### src/rtl/lutfab_pkg.sv
package lutfab_pkg;
   // Default geometry shared by the fabric and its users
   localparam int unsigned DEF_N_LUT     = 16;
   localparam int unsigned DEF_K         = 4;
   localparam int unsigned DEF_N_PI      = 4;
   localparam int unsigned DEF_SEL_W     = 6;
   localparam int unsigned DEF_PER_STAGE = 4;

   typedef enum logic [1:0] {SRC_ZERO, SRC_PRIM, SRC_NODE} src_kind_e;

   function automatic src_kind_e classify(input int sel, input int n_pi, input int n_lut);
      if (sel < n_pi) return SRC_PRIM;
      else if (sel < n_pi + n_lut) return SRC_NODE;
      return SRC_ZERO;
   endfunction
endpackage

### src/rtl/lutfab_cfg.sv
module lutfab_cfg #(
   parameter int unsigned GENOME_W = 640
) (
   input  logic                clk,
   input  logic                rst_n,
   input  logic                shift_en,
   input  logic                sdi,
   input  logic                par_we,
   input  logic [GENOME_W-1:0] par_data,
   input  logic                load_done,
   output logic [GENOME_W-1:0] active
);
   logic [GENOME_W-1:0] shadow;

   always_ff @(posedge clk or negedge rst_n) begin
      if (!rst_n) begin
         shadow <= '0;
      end else if (par_we) begin
         shadow <= par_data;
      end else if (shift_en) begin
         shadow <= {sdi, shadow[GENOME_W-1:1]};
      end
   end

   always_ff @(posedge clk or negedge rst_n) begin
      if (!rst_n) begin
         active <= '0;
      end else if (load_done) begin
         active <= shadow;
      end
   end

   // the live genome moves only on a commit
   a_r7_hold_active: assert property (@(posedge clk) disable iff (!rst_n)
      !load_done |=> $stable(active));
   // a shift without a word write places the serial bit at the top
   a_r8_shift_top: assert property (@(posedge clk) disable iff (!rst_n)
      (shift_en && !par_we) |=> shadow[GENOME_W-1] == $past(sdi));
endmodule

### src/rtl/lutfab_fault.sv
module lutfab_fault #(
   parameter int unsigned N_LUT = 16,
   parameter int unsigned TT_W  = 16
) (
   input  logic                  clk,
   input  logic                  rst_n,
   input  logic                  we,
   input  logic [N_LUT-1:0]      out_en_in,
   input  logic [N_LUT-1:0]      out_val_in,
   input  logic [N_LUT*TT_W-1:0] bit_en_in,
   input  logic [N_LUT*TT_W-1:0] bit_val_in,
   output logic [N_LUT-1:0]      out_en,
   output logic [N_LUT-1:0]      out_val,
   output logic [N_LUT*TT_W-1:0] bit_en,
   output logic [N_LUT*TT_W-1:0] bit_val
);
   always_ff @(posedge clk or negedge rst_n) begin
      if (!rst_n) begin
         out_en  <= '0;
         out_val <= '0;
         bit_en  <= '0;
         bit_val <= '0;
      end else if (we) begin
         out_en  <= out_en_in;
         out_val <= out_val_in;
         bit_en  <= bit_en_in;
         bit_val <= bit_val_in;
      end
   end

   // overlay independent of everything but its own strobe
   a_r12_overlay_kept: assert property (@(posedge clk) disable iff (!rst_n)
      !we |=> $stable({out_en, out_val, bit_en, bit_val}));
endmodule

### src/rtl/lutfab_route.sv
module lutfab_route #(
   parameter int unsigned N_LUT  = 16,
   parameter int unsigned K      = 4,
   parameter int unsigned SEL_W  = 6,
   localparam int unsigned TT_W    = 1 << K,
   localparam int unsigned GENE_W  = TT_W + K * SEL_W,
   localparam int unsigned GENOME_W = N_LUT * GENE_W
) (
   input  logic [GENOME_W-1:0]     active,
   input  logic [N_LUT*TT_W-1:0]   bit_en,
   input  logic [N_LUT*TT_W-1:0]   bit_val,
   output logic [N_LUT*TT_W-1:0]   tt_eff,
   output logic [N_LUT*K*SEL_W-1:0] sel_flat
);
   for (genvar i = 0; i < N_LUT; i++) begin : g_gene
      logic [TT_W-1:0] tt_raw;
      logic [TT_W-1:0] pin_en;
      logic [TT_W-1:0] pin_val;
      assign tt_raw  = active[i*GENE_W +: TT_W];
      assign pin_en  = bit_en[i*TT_W +: TT_W];
      assign pin_val = bit_val[i*TT_W +: TT_W];
      assign tt_eff[i*TT_W +: TT_W] = (tt_raw & ~pin_en) | (pin_en & pin_val);
      assign sel_flat[i*K*SEL_W +: K*SEL_W] = active[i*GENE_W + TT_W +: K*SEL_W];
   end
endmodule

### src/rtl/lutfab_fabric.sv
module lutfab_fabric
   import lutfab_pkg::*;
#(
   parameter int unsigned N_LUT     = DEF_N_LUT,
   parameter int unsigned K         = DEF_K,
   parameter int unsigned N_PI      = DEF_N_PI,
   parameter int unsigned N_ENTRY   = 4,
   parameter int unsigned SEL_W     = DEF_SEL_W,
   parameter int unsigned PER_STAGE = DEF_PER_STAGE,
   parameter bit          SEQ_MODE  = 1'b1,
   localparam int unsigned TT_W     = 1 << K,
   localparam int unsigned GENE_W   = TT_W + K * SEL_W,
   localparam int unsigned GENOME_W = N_LUT * GENE_W
) (
   input  logic                  clk,
   input  logic                  rst_n,
   input  logic                  cfg_shift_en,
   input  logic                  cfg_sdi,
   input  logic                  cfg_par_we,
   input  logic [GENOME_W-1:0]   cfg_par_data,
   input  logic                  cfg_load_done,
   input  logic                  flt_we,
   input  logic [N_LUT-1:0]      flt_out_en,
   input  logic [N_LUT-1:0]      flt_out_val,
   input  logic [N_LUT*TT_W-1:0] flt_bit_en,
   input  logic [N_LUT*TT_W-1:0] flt_bit_val,
   input  logic [N_PI-1:0]       prim_in,
   output logic [N_LUT-1:0]      fab_out
);
   if (N_PI + N_LUT > (1 << SEL_W)) begin : g_chk_sel
      $error("selector too narrow for all sources");
   end
   if (N_ENTRY > N_LUT || N_PI > N_LUT) begin : g_chk_entry
      $error("entry tables exceed table count");
   end
   if (PER_STAGE == 0 || K == 0) begin : g_chk_stage
      $error("stage size and table inputs must be nonzero");
   end

   logic [GENOME_W-1:0]      active;
   logic [N_LUT-1:0]         oen, oval;
   logic [N_LUT*TT_W-1:0]    ben, bval;
   logic [N_LUT*TT_W-1:0]    tt_eff;
   logic [N_LUT*K*SEL_W-1:0] sel_flat;
   logic [N_LUT-1:0]         fb;
   logic [N_LUT-1:0]         node_next;

   lutfab_cfg #(.GENOME_W(GENOME_W)) u_cfg (
      .clk(clk), .rst_n(rst_n), .shift_en(cfg_shift_en), .sdi(cfg_sdi),
      .par_we(cfg_par_we), .par_data(cfg_par_data), .load_done(cfg_load_done),
      .active(active));

   lutfab_fault #(.N_LUT(N_LUT), .TT_W(TT_W)) u_fault (
      .clk(clk), .rst_n(rst_n), .we(flt_we),
      .out_en_in(flt_out_en), .out_val_in(flt_out_val),
      .bit_en_in(flt_bit_en), .bit_val_in(flt_bit_val),
      .out_en(oen), .out_val(oval), .bit_en(ben), .bit_val(bval));

   lutfab_route #(.N_LUT(N_LUT), .K(K), .SEL_W(SEL_W)) u_route (
      .active(active), .bit_en(ben), .bit_val(bval),
      .tt_eff(tt_eff), .sel_flat(sel_flat));

   // Tables evaluated in index order; staged sources always have lower index
   always_comb begin
      logic [N_LUT-1:0] cur;
      logic [K-1:0]     idx;
      logic             raw;
      int               s;
      cur       = '0;
      node_next = '0;
      for (int i = 0; i < N_LUT; i++) begin
         for (int k = 0; k < K; k++) begin
            s      = int'(sel_flat[(i*K + k)*SEL_W +: SEL_W]);
            idx[k] = 1'b0;
            unique case (classify(s, N_PI, N_LUT))
               SRC_PRIM: if (i < N_ENTRY) idx[k] = prim_in[s];
               SRC_NODE: begin
                  if (SEQ_MODE) idx[k] = fb[s-N_PI];
                  else if ((s - N_PI) / PER_STAGE < i / PER_STAGE) idx[k] = cur[s-N_PI];
               end
               default: idx[k] = 1'b0;
            endcase
         end
         raw    = tt_eff[i*TT_W + int'(idx)];
         cur[i] = oen[i] ? oval[i] : raw;
         node_next[i] = SEQ_MODE ? raw : cur[i];
      end
   end

   if (SEQ_MODE) begin : g_registered
      logic [N_LUT-1:0] q;
      always_ff @(posedge clk or negedge rst_n) begin
         if (!rst_n)             q <= '0;
         else if (cfg_load_done) q <= '0;
         else                    q <= node_next;
      end
      assign fb      = (q & ~oen) | (oen & oval);
      assign fab_out = fb;

      // the commit edge empties the output flip-flops
      a_r9_commit_clears: assert property (@(posedge clk) disable iff (!rst_n)
         cfg_load_done |=> q == '0);
   end else begin : g_staged
      assign fb      = '0;
      assign fab_out = node_next;
   end

   // a forced output shows its fault value at the port
   a_r10_force_visible: assert property (@(posedge clk) disable iff (!rst_n)
      ((fab_out ^ oval) & oen) == '0);
endmodule

### config.mk
export PLATFORM = sky130hd
export DESIGN_NAME = lutfab_fabric
export DESIGN_NICKNAME = d
export VERILOG_FILES = /design/src/rtl/lutfab_pkg.sv /design/src/rtl/lutfab_cfg.sv /design/src/rtl/lutfab_fault.sv /design/src/rtl/lutfab_route.sv /design/src/rtl/lutfab_fabric.sv
export SDC_FILE = /design/constraint.sdc
export NUM_CORES = 2
export LEC_CHECK = 0
export BUFFER_PORTS_ARGS = -buffer_cell sky130_fd_sc_hd__buf_4
export CAP_MARGIN = 20
export CORE_AREA = 2 2 476 478
export DETAILED_ROUTE_END_ITERATION = 8
export DIE_AREA = 0 0 478 480
export GPL_ROUTABILITY_DRIVEN = 0
export PLACE_DENSITY = 0.65
export RECOVER_POWER = 25
export SLEW_MARGIN = 25
export SYNTH_ARGS = -nofsm -noshare
export SYNTH_HDL_FRONTEND = slang
export SYNTH_HIERARCHICAL = 1
export SYNTH_SLANG_ARGS = --single-unit
### constraint.sdc
create_clock -name clk -period 3.65 [get_ports clk]
set_input_delay 0.1825 -clock clk [delete_from_list [all_inputs] [get_ports clk]]
set_output_delay 0.1825 -clock clk [all_outputs]
set_load 0.05 [all_outputs]
# After elaboration in Yosys (flattened, before gate mapping)
# Cells that the tools add are included.
[classes]
add_sub_neg = 79
mul = 0
div_mod_pow = 0
magnitude_cmp = 224
eq_ne = 80
n_shift = 0
muxes = 579
n_bitwise = 68
n_reduce_logical = 1
[ops]
columns = ["cell", "n"]
rows = [
  ["$lt 32x5->1 const B", 64],
  ["$mux 640", 2],
  ["$and 16x16->16", 34],
  ["$lt 6x3->1 const B", 80],
  ["$sub 6x3->7 const B", 64],
  ["$lt 6x5->1 const B", 64],
  ["$mux 2", 192],
  ["$mux 1", 272],
  ["$not 16->16", 17],
  ["$or 16x16->16", 17],
  ["$bmux 1 s4", 65],
  ["$eq 2x2->1 const B", 64],
  ["$bmux 1 s8", 15],
  ["$add 8x4->9 const A", 8],
  ["$lt 9x9->1 const B", 8],
  ["$lt 8x9->1 const B", 4],
  ["$add 7x4->8 const A", 4],
  ["$bmux 1 s2", 16],
  ["$eq 2x1->1 const B", 16],
  ["$pmux 1 s2", 16],
  ["$lt 7x9->1 const B", 2],
  ["$mux 16", 1],
  ["$add 6x4->7 const A", 2],
  ["$lt 4x9->1 const B", 1],
  ["3 further kinds", 3],
]
[word_totals]
ff_bits = 1840
latchBits = 0
ram_bits = 0
rom_bits = 0
output_inout_bits = 16
word_cells = 1038
memories = 0

# Longest topological paths before layout
[depth]
ltp_word = 10
ltp_mapped = 14

# Modules after synthesis
# Netlist, hierarchy kept.
[by_module_without_submodules]
columns = ["module", "n_inst", "cells_per_inst", "area_each_um2"]
rows = [
  ["lutfab_cfg", 1, 4124, 53650.2],
  ["lutfab_fault", 1, 1149, 20763.7],
  ["lutfab_fabric", 1, 1329, 13982.2],
  ["lutfab_route", 1, 640, 6726.5],
]

# Worst setup path after synthesis
# Ideal clock, no wire load.
[synth_timing]
path_type = "register to register"
startpoint = "register u_fault.out_en[12]"
endpoint = "register g_registered.q[1]"
setup_ns = 0.137
arrival_ns = 3.214
slack_ns = 0.299
path_stages_with_launch = 13
path_buffers = 3
synth_period_minus_slack_ns = 3.351
path_cell_list = "dfrtp_1 mux2i_1 buf_2 buf_2 inv_1 clkbuf_1 mux4_2 mux2i_1 o22ai_1 a31oi_1 mux2_2 o31ai_1 o22ai_1"
[synth_via]
elab_chain_cells = 10
[synth_lines]
columns = ["item", "line_no", "text"]
rows = [
  ["start: declaration", "lutfab_fault.sv:12", "output logic [N_LUT-1:0] out_en,"],
  ["start signal: assignment", "lutfab_fault.sv:24", "out_en <= out_en_in;"],
  ["$not 16->16", "lutfab_fabric.sv:97", "assign fb = (q & ~oen) | (oen & oval);"],
  ["$and 16x16->16", "lutfab_fabric.sv:97", ""],
  ["$or 16x16->16 (*)", "lutfab_fabric.sv:97", ""],
  ["via fab_out[12]", "lutfab_fabric.sv:28", "output logic [N_LUT-1:0] fab_out"],
  ["$bmux 1 s4", "lutfab_fabric.sv:78", "if (SEQ_MODE) idx[k] = fb[s-N_PI];"],
  ["$mux 1 (not written as such)", "lutfab_fabric.sv:78", ""],
  ["$pmux 1 s2", "lutfab_fabric.sv:75", "unique case (classify(s, N_PI, N_LUT))"],
  ["$add 5x4->6 (*)", "lutfab_fabric.sv:84", "raw = tt_eff[i*TT_W + int'(idx)];"],
  ["$bmux 1 s8 (*)", "lutfab_fabric.sv:84", ""],
  ["$mux 1 (not written as such) (*)", "lutfab_fabric.sv:84", ""],
  ["$mux 16 (*)", "lutfab_fabric.sv:94", "else if (cfg_load_done) q <= '0;"],
  ["end signal: assignment", "lutfab_fabric.sv:95", "else q <= node_next;"],
  ["end: declaration", "lutfab_fabric.sv:91", "logic [N_LUT-1:0] q;"],
]
# The timed path passes the listed nets; every way through them passes the cells marked *. The select of a mux whose other input is x is not followed.
# A chain may end at the register's enable or synchronous reset.

# Worst setup path after layout
[layout_timing]
startpoint = "register u_fault.out_en[2]"
endpoint = "register g_registered.q[4]"
[layout_via]
elab_chain_cells = 10
[layout_lines]
columns = ["item", "line_no"]
rows = [
  ["$not 16->16", "lutfab_fabric.sv:97"],
  ["$and 16x16->16", "lutfab_fabric.sv:97"],
  ["$or 16x16->16 (*)", "lutfab_fabric.sv:97"],
  ["$bmux 1 s4", "lutfab_fabric.sv:78"],
  ["$mux 1 (not written as such)", "lutfab_fabric.sv:78"],
  ["$mux 1", "lutfab_fabric.sv:75"],
  ["$add 7x4->8 (*)", "lutfab_fabric.sv:84"],
  ["$bmux 1 s8 (*)", "lutfab_fabric.sv:84"],
  ["$mux 1 (not written as such) (*)", "lutfab_fabric.sv:84"],
  ["$mux 16 (*)", "lutfab_fabric.sv:94"],
]
# Mark *: on every way between the ends. The rest lies on a longest branch, timed or not. The select of a mux whose other input is x is not followed.

==> results.sh <==
export IMPL_status="finished with violations"
export IMPL_violations="capacitance limit, slew limit"
export IMPL_fin_crit_ns=3.59
export IMPL_p_int_mw=44.4
export IMPL_setup_viol=0
export IMPL_ant_nets=0
export IMPL_syn_nets=8501
export IMPL_drtIter0Drc=5457
export IMPL_cts_root_buf="clkbuf_16"
export IMPL_crit_path_end_kind="register"
export IMPL_synth_area_mm2=0.0951
export IMPL_num_rows=174
export IMPL_wirelength_mm=338
export IMPL_drc=0
export IMPL_antenna_found_initial=63
export IMPL_synthFlopType="dfrtp_1"
export IMPL_max_slew_margin_rel=-0.817
export IMPL_grt_max_degree=160
export IMPL_tightest_slew_ns=2.72
export IMPL_cts_htree_levels=4
export IMPL_p_total_mw=63.8
export IMPL_area_growth_syn_to_layout_pct=29.9
export IMPL_met1_length_mm=136
export IMPL_drive_above_1_share=0.368
export IMPL_period_share=0.983
export IMPL_ios=1211
export IMPL_yosys_register_bits=1840
export IMPL_seq_power_share=0.401
export IMPL_nNetsFinal=10600
export IMPL_start_util=0.425
export IMPL_irDropWorstVdd_mv=0.395
export IMPL_leakage_nw=56.2
export IMPL_hpwl_mm=240
export IMPL_synth_cell_types=68
export IMPL_die_w_um=478
export IMPL_async_reset_ff_frac=1.00
export IMPL_stdcell_count=12500
export IMPL_wl_met3_mm=22.5
export IMPL_grt_first_pass_wirelength_mm=493
export IMPL_yosys_top_cells_area="dfrtp_1 48%, mux2_2 12%, mux2i_1 8.1%"
export IMPL_worstPathArrival_ns=4.25
export IMPL_cts_sinks=1840
export IMPL_port_buffer_count=1210
export IMPL_first_global_vias=72300
export IMPL_critical_path_max_fanout=13
export IMPL_insertion_delay_ns=0.85
export IMPL_finalClockSkew_ns=0.0378
export IMPL_reg2regPathDepth=11
export IMPL_postPlaceCellArea_mm2=0.104
export IMPL_top_layer_used="met5"
export IMPL_dp_cells=10800
export IMPL_crit_path_start_kind="register"
export IMPL_synthTopCellsByCount="1840 x dfrtp_1, 1040 x mux2_2, 767 x mux2i_1, 683 x nand2_1, 604 x o21ai_1"
export IMPL_whs_path_depth=4
export IMPL_ys_seq_area_frac=0.484
export IMPL_wl_per_cell_um=27.0
export IMPL_cts_buffer_depth=3
export IMPL_clock_fmax_ghz=0.279
export IMPL_post_route_cell_area_mm2=0.124
export IMPL_syn_avg_cell_area_um2=13.1
export IMPL_cp_slowest_stage_delay_ns=0.50
export IMPL_path_class="reg2reg"
export IMPL_yosys_warnings=6
export IMPL_dr_total_vias=68700
export IMPL_synth_most_common_cell="dfrtp_1"
export IMPL_fp_dieH_um=480
export IMPL_slowest_stage="mux4_2"
export IMPL_synth_cells=7242
export IMPL_core_mm2=0.224
export IMPL_viasPerCell=5.50
export IMPL_p_per_area_mw_per_mm2=516
export IMPL_yosysTopAreaCellShare=0.484
export IMPL_synth_edf_count=0
export IMPL_clkPwrFrac=0.330
export IMPL_detail_route_first_pass_iterations=6
export IMPL_die_area_mm2=0.229
export IMPL_clk_pin_slew_worst_paths_ns=0.06
export IMPL_fill_cells=17900
export IMPL_dr_wl_met2_mm=161
export IMPL_hold_class="in2reg"
export IMPL_rsz0062_at_grt="yes"
export IMPL_required_ns=4.32
export IMPL_pwr_share_comb=0.269
export IMPL_sw_frac_of_total=0.304
export IMPL_report_final_slew_viol_count=420
export IMPL_grt_usage=0.287
export IMPL_p_switching_mw=19.4
export IMPL_hold_viol_final=0
export IMPL_grt_overflow=0
export IMPL_cts_buffers=200
export IMPL_cts_tree="built"
export IMPL_max_cap_violations=11
export IMPL_crit_chain="mux2i_4 > buf_4 > buf_4 > mux4_2 > mux4_2 > or3_4 > mux4_2 > mux2_2 > a21oi_1 > buf_4 > nor2_1"
export IMPL_yosysTopAreaCell="dfrtp_1"
==> critical path, delay by kind of cell, from the launching register on <==
kind / cells / cell delay, ns
AOI/OAI and AO/OA: 1 / 0.16
buffers and inverters: 3 / 0.47
DFF: 1 / 0.42
muxes: 5 / 1.95
and+or+nand+nor: 2 / 0.42
==> sequential cells by signal, summed over array words and instances, names as in the netlist <==
signal           cells
u_cfg/active       640
u_cfg/shadow       640
g_registered.q      16
u_fault/out_val     16
u_fault/bit_val    256
u_fault/out_en      16
u_fault/bit_en     256
==> what timing repair did <==
item                                    4_1_cts  5_1_grt
gates cloned                                  0        3
resized for setup                             3       17
endpoints found under the setup margin        3        9
endpoints found under the hold margin      2377        0
hold buffers                               1270        0
buffers inserted                              5       10
==> power by group through the flow <==
stage	Clock, mW	Combinational, mW	Sequential [mW]
final	21.0	17.2	25.6
after CTS	21.4	17.0	25.5
after global routing	22.3	18.1	25.9
after global placement	0	15.4	25.8
after detailed placement	0	15.7	25.9
after floorplan	0	11.3	24.3
==> logic make-up (layout without fill, tap and decap cells) <==
| family | after synthesis | count (layout) | share of synthesized area |
|---|---|---|---|
| AOI/OAI and AO/OA | 872 | 872 | 0.0487 |
| other | 0 | 46 | 0 |
| muxes | 2557 | 2557 | 0.348 |
| DFF | 1840 | 1840 | 0.484 |
| and+or+nand+nor | 880 | 880 | 0.0382 |
| adders and majority gates | 64 | 64 | 0.00842 |
| buffers and inverters | 1029 | 3243 | 0.0728 |
==> metal layers <==
| metal | up-vias | global-route usage |
|---|---|---|
| met1 | 35100 | 0.368 |
| met5 | - | 0 |
| li1 | 29800 | - |
| met2 | 3009 | 0.474 |
| met3 | 740 | 0.0523 |
| met4 | 24 | 0.133 |
==> layout make-up <==
class | instances | area, um^2 | area share
Sequential cell | 1840 | 46000 | 0.373
Clock inverter | 65 | 820 | 0.00663
Antenna cell | 46 | 115 | 0.000932
Timing Repair inverter | 1 | 5.00 | 0.0000405
Inverter | 163 | 627 | 0.00507
Multi-Input combinational cell | 4373 | 42100 | 0.341
Timing Repair Buffer | 2715 | 24100 | 0.195
Clock buffer | 299 | 5980 | 0.0484
Tap cell | 2992 | 3740 | 0.0303
==> stage by stage <==
stage               TNS (ns)   util  hold slack (ns)  worst slack (ns)
floorplan                  0      -           -0.113             0.299
global placement           0  0.466            0.173            0.0536
detailed placement   -0.0603  0.466            0.175           -0.0379
CTS                        0  0.553          0.00553           0.00530
global route          -0.149  0.551           0.0343            -0.149
finish                     0  0.552           0.0703            0.0637
==> path summary, 6_finish.rpt <==
check | start | to | slack [ns]
min in group asynchronous | rst_n | u_fault/out_val[0] | 1.38
hold / removal | cfg_par_we | u_cfg/shadow[308] | 0.07
setup / recovery | u_fault/out_en[2] | g_registered.q[4] | 0.06
hold reg to reg | u_cfg/active[393] | u_cfg/active[393] | 0.50
setup reg to reg | u_fault/out_en[2] | g_registered.q[4] | 0.06
max in group asynchronous | rst_n | u_fault/bit_val[141] | 0.39
==> placed cells by master, fill, tap and decap left out, types with 29 or more instances in the layout <==
| master | count |
|---|---|
| dfrtp_1 | 1839 |
| clkbuf_16 | 206 |
| mux2_1 | 68 |
| inv_1 | 151 |
| clkinv_2 | 29 |
| mux4_2 | 314 |
| o21ai_1 | 519 |
| clkbuf_1 | 86 |
| o21ai_0 | 147 |
| clkbuf_8 | 52 |
| buf_4 | 1324 |
| nand2_1 | 683 |
| diode_2 | 46 |
| mux2_4 | 354 |
| ha_1 | 64 |
| nor2_1 | 54 |
| mux2i_1 | 758 |
| mux2_2 | 1038 |
| dlygate4sd3_1 | 1269 |
| buf_12 | 54 |
| a21oi_1 | 120 |
| nor3_1 | 42 |
No activity file was read; power rests on OpenSTA's default activity.
